<file path="src/rtl/exc_mask_pkg.sv">
package exc_mask_pkg;

    localparam int PRIO_W = 3;
    localparam int EXC_W  = 9;
    localparam int SEL_W  = 2;
    localparam logic [EXC_W-1:0] NMI_NUM = EXC_W'(2);

    typedef enum logic [SEL_W-1:0] {
        SEL_GLOBAL = 2'd0,
        SEL_FAULT  = 2'd1,
        SEL_BASE   = 2'd2,
        SEL_NONE   = 2'd3
    } mask_sel_e;

    typedef struct packed {
        logic              gmask;
        logic              fmask;
        logic [PRIO_W-1:0] base;
    } mask_state_t;

    typedef struct packed {
        logic              pend;
        logic [EXC_W-1:0]  num;
        logic              fixed;
        logic [PRIO_W-1:0] prio;
    } exc_req_t;

    function automatic logic base_blocks(logic [PRIO_W-1:0] base,
                                         logic [PRIO_W-1:0] prio);
        return (base != '0) && (prio >= base);
    endfunction

endpackage

</file>
<file path="src/rtl/exc_mask_regs.sv">
module exc_mask_regs
    import exc_mask_pkg::*;
(
    input  logic              clk,
    input  logic              rst,
    input  logic              priv_i,
    input  logic              reg_wr_i,
    input  mask_sel_e         reg_sel_i,
    input  logic [PRIO_W-1:0] reg_wdata_i,
    output logic [PRIO_W-1:0] reg_rdata_o,
    input  logic              cps_valid_i,
    input  logic              cps_fault_i,
    input  logic              cps_set_i,
    output mask_state_t       state_o
);

    mask_state_t state_q;
    mask_state_t state_d;

    always_comb begin
        state_d = state_q;
        if (priv_i) begin
            if (cps_valid_i) begin
                if (cps_fault_i) state_d.fmask = cps_set_i;
                else             state_d.gmask = cps_set_i;
            end
            if (reg_wr_i) begin
                unique case (reg_sel_i)
                    SEL_GLOBAL: state_d.gmask = reg_wdata_i[0];
                    SEL_FAULT:  state_d.fmask = reg_wdata_i[0];
                    SEL_BASE:   state_d.base  = reg_wdata_i;
                    SEL_NONE:   ;
                endcase
            end
        end
    end

    always_ff @(posedge clk) begin
        if (rst) state_q <= '0;
        else     state_q <= state_d;
    end

    always_comb begin
        reg_rdata_o = '0;
        if (priv_i) begin
            unique case (reg_sel_i)
                SEL_GLOBAL: reg_rdata_o[0] = state_q.gmask;
                SEL_FAULT:  reg_rdata_o[0] = state_q.fmask;
                SEL_BASE:   reg_rdata_o    = state_q.base;
                SEL_NONE:   reg_rdata_o    = '0;
            endcase
        end
    end

    assign state_o = state_q;

endmodule

</file>
<file path="src/rtl/exc_mask_compare.sv">
module exc_mask_compare
    import exc_mask_pkg::*;
(
    input  mask_state_t state_i,
    input  exc_req_t    req_i,
    output logic        permit_o
);

    logic is_nmi;
    logic glob_block;
    logic fault_block;
    logic thr_block;

    always_comb begin
        is_nmi      = (req_i.num == NMI_NUM);
        glob_block  = state_i.gmask && !req_i.fixed;
        fault_block = state_i.fmask;
        thr_block   = !req_i.fixed && base_blocks(state_i.base, req_i.prio);
        permit_o    = req_i.pend &&
                      (is_nmi || !(glob_block || fault_block || thr_block));
    end

endmodule

</file>
<file path="src/rtl/exc_mask_gate.sv">
module exc_mask_gate
    import exc_mask_pkg::*;
(
    input  logic              clk,
    input  logic              rst,
    input  logic              priv_i,
    input  logic              reg_wr_i,
    input  logic [SEL_W-1:0]  reg_sel_i,
    input  logic [PRIO_W-1:0] reg_wdata_i,
    output logic [PRIO_W-1:0] reg_rdata_o,
    input  logic              cps_valid_i,
    input  logic              cps_fault_i,
    input  logic              cps_set_i,
    input  logic              exc_pend_i,
    input  logic [EXC_W-1:0]  exc_num_i,
    input  logic              exc_fixed_i,
    input  logic [PRIO_W-1:0] exc_prio_i,
    output logic              permit_o
);

    mask_state_t state_q;
    exc_req_t    req;

    assign req = '{pend: exc_pend_i, num: exc_num_i,
                   fixed: exc_fixed_i, prio: exc_prio_i};

    exc_mask_regs u_regs (
        .clk         (clk),
        .rst         (rst),
        .priv_i      (priv_i),
        .reg_wr_i    (reg_wr_i),
        .reg_sel_i   (mask_sel_e'(reg_sel_i)),
        .reg_wdata_i (reg_wdata_i),
        .reg_rdata_o (reg_rdata_o),
        .cps_valid_i (cps_valid_i),
        .cps_fault_i (cps_fault_i),
        .cps_set_i   (cps_set_i),
        .state_o     (state_q)
    );

    exc_mask_compare u_cmp (
        .state_i  (state_q),
        .req_i    (req),
        .permit_o (permit_o)
    );

endmodule

</file>
<file path="config.mk">
export PLATFORM = sky130hd
export DESIGN_NAME = exc_mask_gate
export DESIGN_NICKNAME = d
export VERILOG_FILES = /design/src/rtl/exc_mask_pkg.sv /design/src/rtl/exc_mask_regs.sv /design/src/rtl/exc_mask_compare.sv /design/src/rtl/exc_mask_gate.sv
export SDC_FILE = /design/constraint.sdc
export NUM_CORES = 1
export LEC_CHECK = 0
export ABC_AREA = 1
export CORE_AREA = 4 4 41 43
export CTS_BUF_LIST = sky130_fd_sc_hd__clkbuf_8
export CTS_CLUSTER_DIAMETER = 50
export DETAILED_ROUTE_END_ITERATION = 6
export DIE_AREA = 0 0 45 47
export GPL_TIMING_DRIVEN = 0
export PLACE_DENSITY = 0.83
export SLEW_MARGIN = 5
export SYNTH_ARGS = -nofsm -noshare
export SYNTH_HDL_FRONTEND = slang
export SYNTH_SLANG_ARGS = --single-unit
</file>
<file path="constraint.sdc">
create_clock -name clk -period 1.6 [get_ports clk]
set_clock_uncertainty 0.15 [all_clocks]
set_input_delay 0.24 -clock clk [delete_from_list [all_inputs] [get_ports clk]]
set_output_delay 0.24 -clock clk [all_outputs]
set_load 0.1 [all_outputs]
</file>
==> impl_summary.md <==
Global route
The number of global-route vias before repair is 585. The total global routing overflow is 0. Entering global routing, the biggest net connects 7 pins. Global routing used 14.6% of the available tracks across all layers. The number of antenna violations at the first check in global routing was 0. The wire length of the first global-routing pass is 2.22 mm.

Power and ir drop
Internal power comes to 0.392 mW. Dividing total power by cell area gives a power density of 603 nW/µm². The total power after layout is 0.546 mW. Summed over all cells, the static leakage comes to 0.393 nW. For this design the total switching power over the nets is roughly 0.15 mW. Net switching is 28.1% of the power.

In this run, the combinational gates consume 33.5% of the power. The part of the total power dissipated in sequential elements is 25.1%. Of the total power, the clock network draws 41.4%. The worst ir drop on vdd is 0.392 mV.

Setup path
The critical path launch point type is a flip-flop. The highest fanout seen on the critical path is 2. The count of buffer and inverter cells on the critical path is 3.

Data on the critical path is required at its endpoint by 1210 ps. Traced cell by cell, the critical path runs through inv_2 -> ha_4 -> nand2_2 -> inv_2 -> nand2_1 -> nand2_1 -> nand3_2 -> nand2_2 -> a21oi_4 -> buf_12. The cell with the largest stage delay on the worst path is dfxtp_2. Counting buffers and inverters, the worst setup path is 10 cells deep. The worst register-to-register path has a depth of 3. Grouping stages by cell kind, the critical path spends the most delay in flip-flops.

Tracing the worst setup path back leads to its startpoint at u_regs.state_o[2]. The worst register-to-register path begins at u_regs.state_o[2]. The largest incremental delay on the critical path is around 320 ps. The arrival time reported for the critical path endpoint is 1430 ps.

The critical path endpoint category is an output port. The type of the worst setup path is reg2out.

STA
After layout, the worst setup slack is -220 ps. The worst hold margin is 369 ps. The number of setup violations in the final report is 1. The number of endpoints with negative hold slack in the final report is 0. The final period demand of the worst path is 1820 ps. The total negative slack for setup checks is -220 ps. The count of pins over their slew limit is 0. Setup repair after global routing could not meet its margin everywhere. Based on the critical path, the design can be clocked at up to between 0.5 and 0.6 GHz. At the pin with the least slew margin, the transition time is approximately 280 ps.

In this run the tightest slew margin relative to its limit is 81.6%. Of the available clock period, the critical path in the final layout requires 114%.

Clocking
The tree is rooted in a clkbuf_8. The clock-pin slew on the worst setup and hold paths is approximately 40 ps. The clock drives 5 sinks.

The clock passes through at most 2 buffers. The number of buffers created by CTS is 3. The H-tree depth is 1. The later pin in the worst-skew pair is clocked with a latency of 220 ps. The TritonCTS clock tree is yes.

Detailed routing
Once detail routing completed, the nets flagged for antenna violations numbered 0. Detailed routing inserted a total of 582 vias. The pre-antenna-repair detailed-routing pass consisted of 4 iterations.

The sum of routed wire length over all layers is 1.35 mm. In the routed layout, each cell is associated on average with a via count of 4.73. After detailed routing, the number of remaining DRC violations is 0. In this run, the number of DRC markers left after iteration 0 of detailed routing was 6. The routed wire length per instance is about 11 µm.

Yosys
The sequential fraction of the synthesis area is 23.7%. The synthesized netlist devotes 12.8% of its cell area to compound gates. During synthesis, Yosys emitted a total of 0 warnings. The cell count after synthesis is 71. The mapped netlist covers 422 µm². The mux contribution to synthesized area is 0%. The number of library cell types mapped by synthesis is 13. The net count after synthesis is 100. The number of synthesized register bits is 5. The post-synthesis adder-cell area fraction is under 10%. Summing the areas of all and, or, nand and nor instances in the mapped netlist gives 43.0% of the synthesized area.

The dominant combinational cell family by area after synthesis is simple AND/OR/NAND/NOR gates. The xor-xnor portion of the synthesized cell area is 0%. Dividing the synthesized area by the synthesized cell count gives 5.94 µm².

Floorplan
In this run the vertical extent of the chip is 47 µm. The starting density of the core is 32.4%. 30 I/O pins were placed. The x dimension of the die is between 40 and 50 µm.

The die covers around 2100 µm². The cell row count is 13. The area of the core is 1300 µm².

Layout
The layout overhead on the synthesized area is 115%. The count of fill cells added during filler insertion is approximately 120. Cells fill a little over two thirds of the core in the end.

The library cells used most frequently in the layout, excluding fill and tap cells, are clkdlybuf4s50_1, nor2_1, nand2_1, inv_1, nand3_1. The register with the most flip-flops in the layout has 5 of them. The most frequent standard cell in the layout excluding fill and tap cells is clkdlybuf4s50_1.

Of the cells placed in the final design, the portion with a size suffix greater than 1 is 26.9%. The net count of the finished layout is about 140. The count of inserted antenna diode cells is 0.

Run
The max-capacitance violation count is 0.

Status
The final reports fail on setup timing. The flow ran to the end, but the final reports show violations.

Min path
Counting instances, the worst hold path has a depth of 2. The hold path startpoint is u_regs.state_o[3]. The path class of the tightest hold or removal check is reg2reg.

Placed design
After legalization and detailed placement, the total HPWL measured 1.06 mm. At the placement stage, the worst setup path has a slack of -1410 ps. Port buffering added 29 buffers. The final estimated routing congestion in global placement is 0.825.
==> synthesized netlist by cell type, drive strengths merged <==
library cell   n  area share (%)
nand3          9              11
nand4          2             4.5
inv           13              12
dfxtp          5              24
nor3           1             1.2
nor2          13              12
nand2         15              13
nand3b         1             1.8
a21oi          5             5.9
a211oi         3             5.3
ha             3             8.9
a31oi          1             1.5
==> power by group through the flow <==
stage | clock network, mW | logic, mW | registers (mW)
6_report | 0.226 | 0.183 | 0.137
5_1_grt | 0.245 | 0.198 | 0.138
4_1_cts | 0.231 | 0.176 | 0.136
3_5_place_dp | 0 | 0.158 | 0.137
3_3_place_gp | 0 | 0.155 | 0.137
2_1_floorplan | 0 | 0.0750 | 0.136
==> stage by stage <==
step                instances  area (µm²)
floorplan                  71         448
global placement          115         757
detailed placement        115         757
CTS                       121         865
global route              123         906
finish                    123         906
==> layer usage <==
metal	vias up	global-route usage (%)	part of all wire, %
li1	307	-	-
met1	245	15.7	41
met2	28	24.9	47
met3	2	6.13	12
met4	0	7.02	0.59
met5	-	0	0
==> area by class of cell <==
class / instances / area (µm²) / share of cell area, %
multi-input cells: 53 / 355 / 39.2
repair buffers: 33 / 332 / 36.6
flip-flops and latches: 5 / 104 / 11.5
inverters: 13 / 51.3 / 5.66
clock buffers: 3 / 41.3 / 4.56
well taps: 15 / 18.8 / 2.07
clock inverters: 1 / 3.75 / 0.414
==> final timing paths <==
kind | to | slack [ps]
worst max-delay path | permit_o | -220
worst min-delay path | u_regs.state_o[3] | 370
worst max register to register | u_regs.state_o[2] | 620
worst min register to register | u_regs.state_o[3] | 370
==> cell families (layout without fill, tap and decap cells) <==
group | count (synthesis) | in the layout
flip-flops | 5 | 5
AO/OA/AOI/OAI | 9 | 9
adder cells (fa/ha/maj) | 3 | 3
buffers and inverters | 13 | 50
AND/OR/NAND/NOR | 41 | 41
==> what timing repair did <==
item                                    in CTS  in global routing
endpoints found under the hold margin        0                  0
setup buffers                                2                  2
hold buffers                                 0                  0
gates resized for setup                     47                  6
endpoints found under the setup margin       4                  2
pin swaps                                    8                  7
==> worst reg2reg max path, stage by stage, from the launching register on <==
cell and delay [ps]:
dfxtp_2 320, inv_2 50, buf_4 130, a211oi_1 230
(Power assumes the default switching activity.)
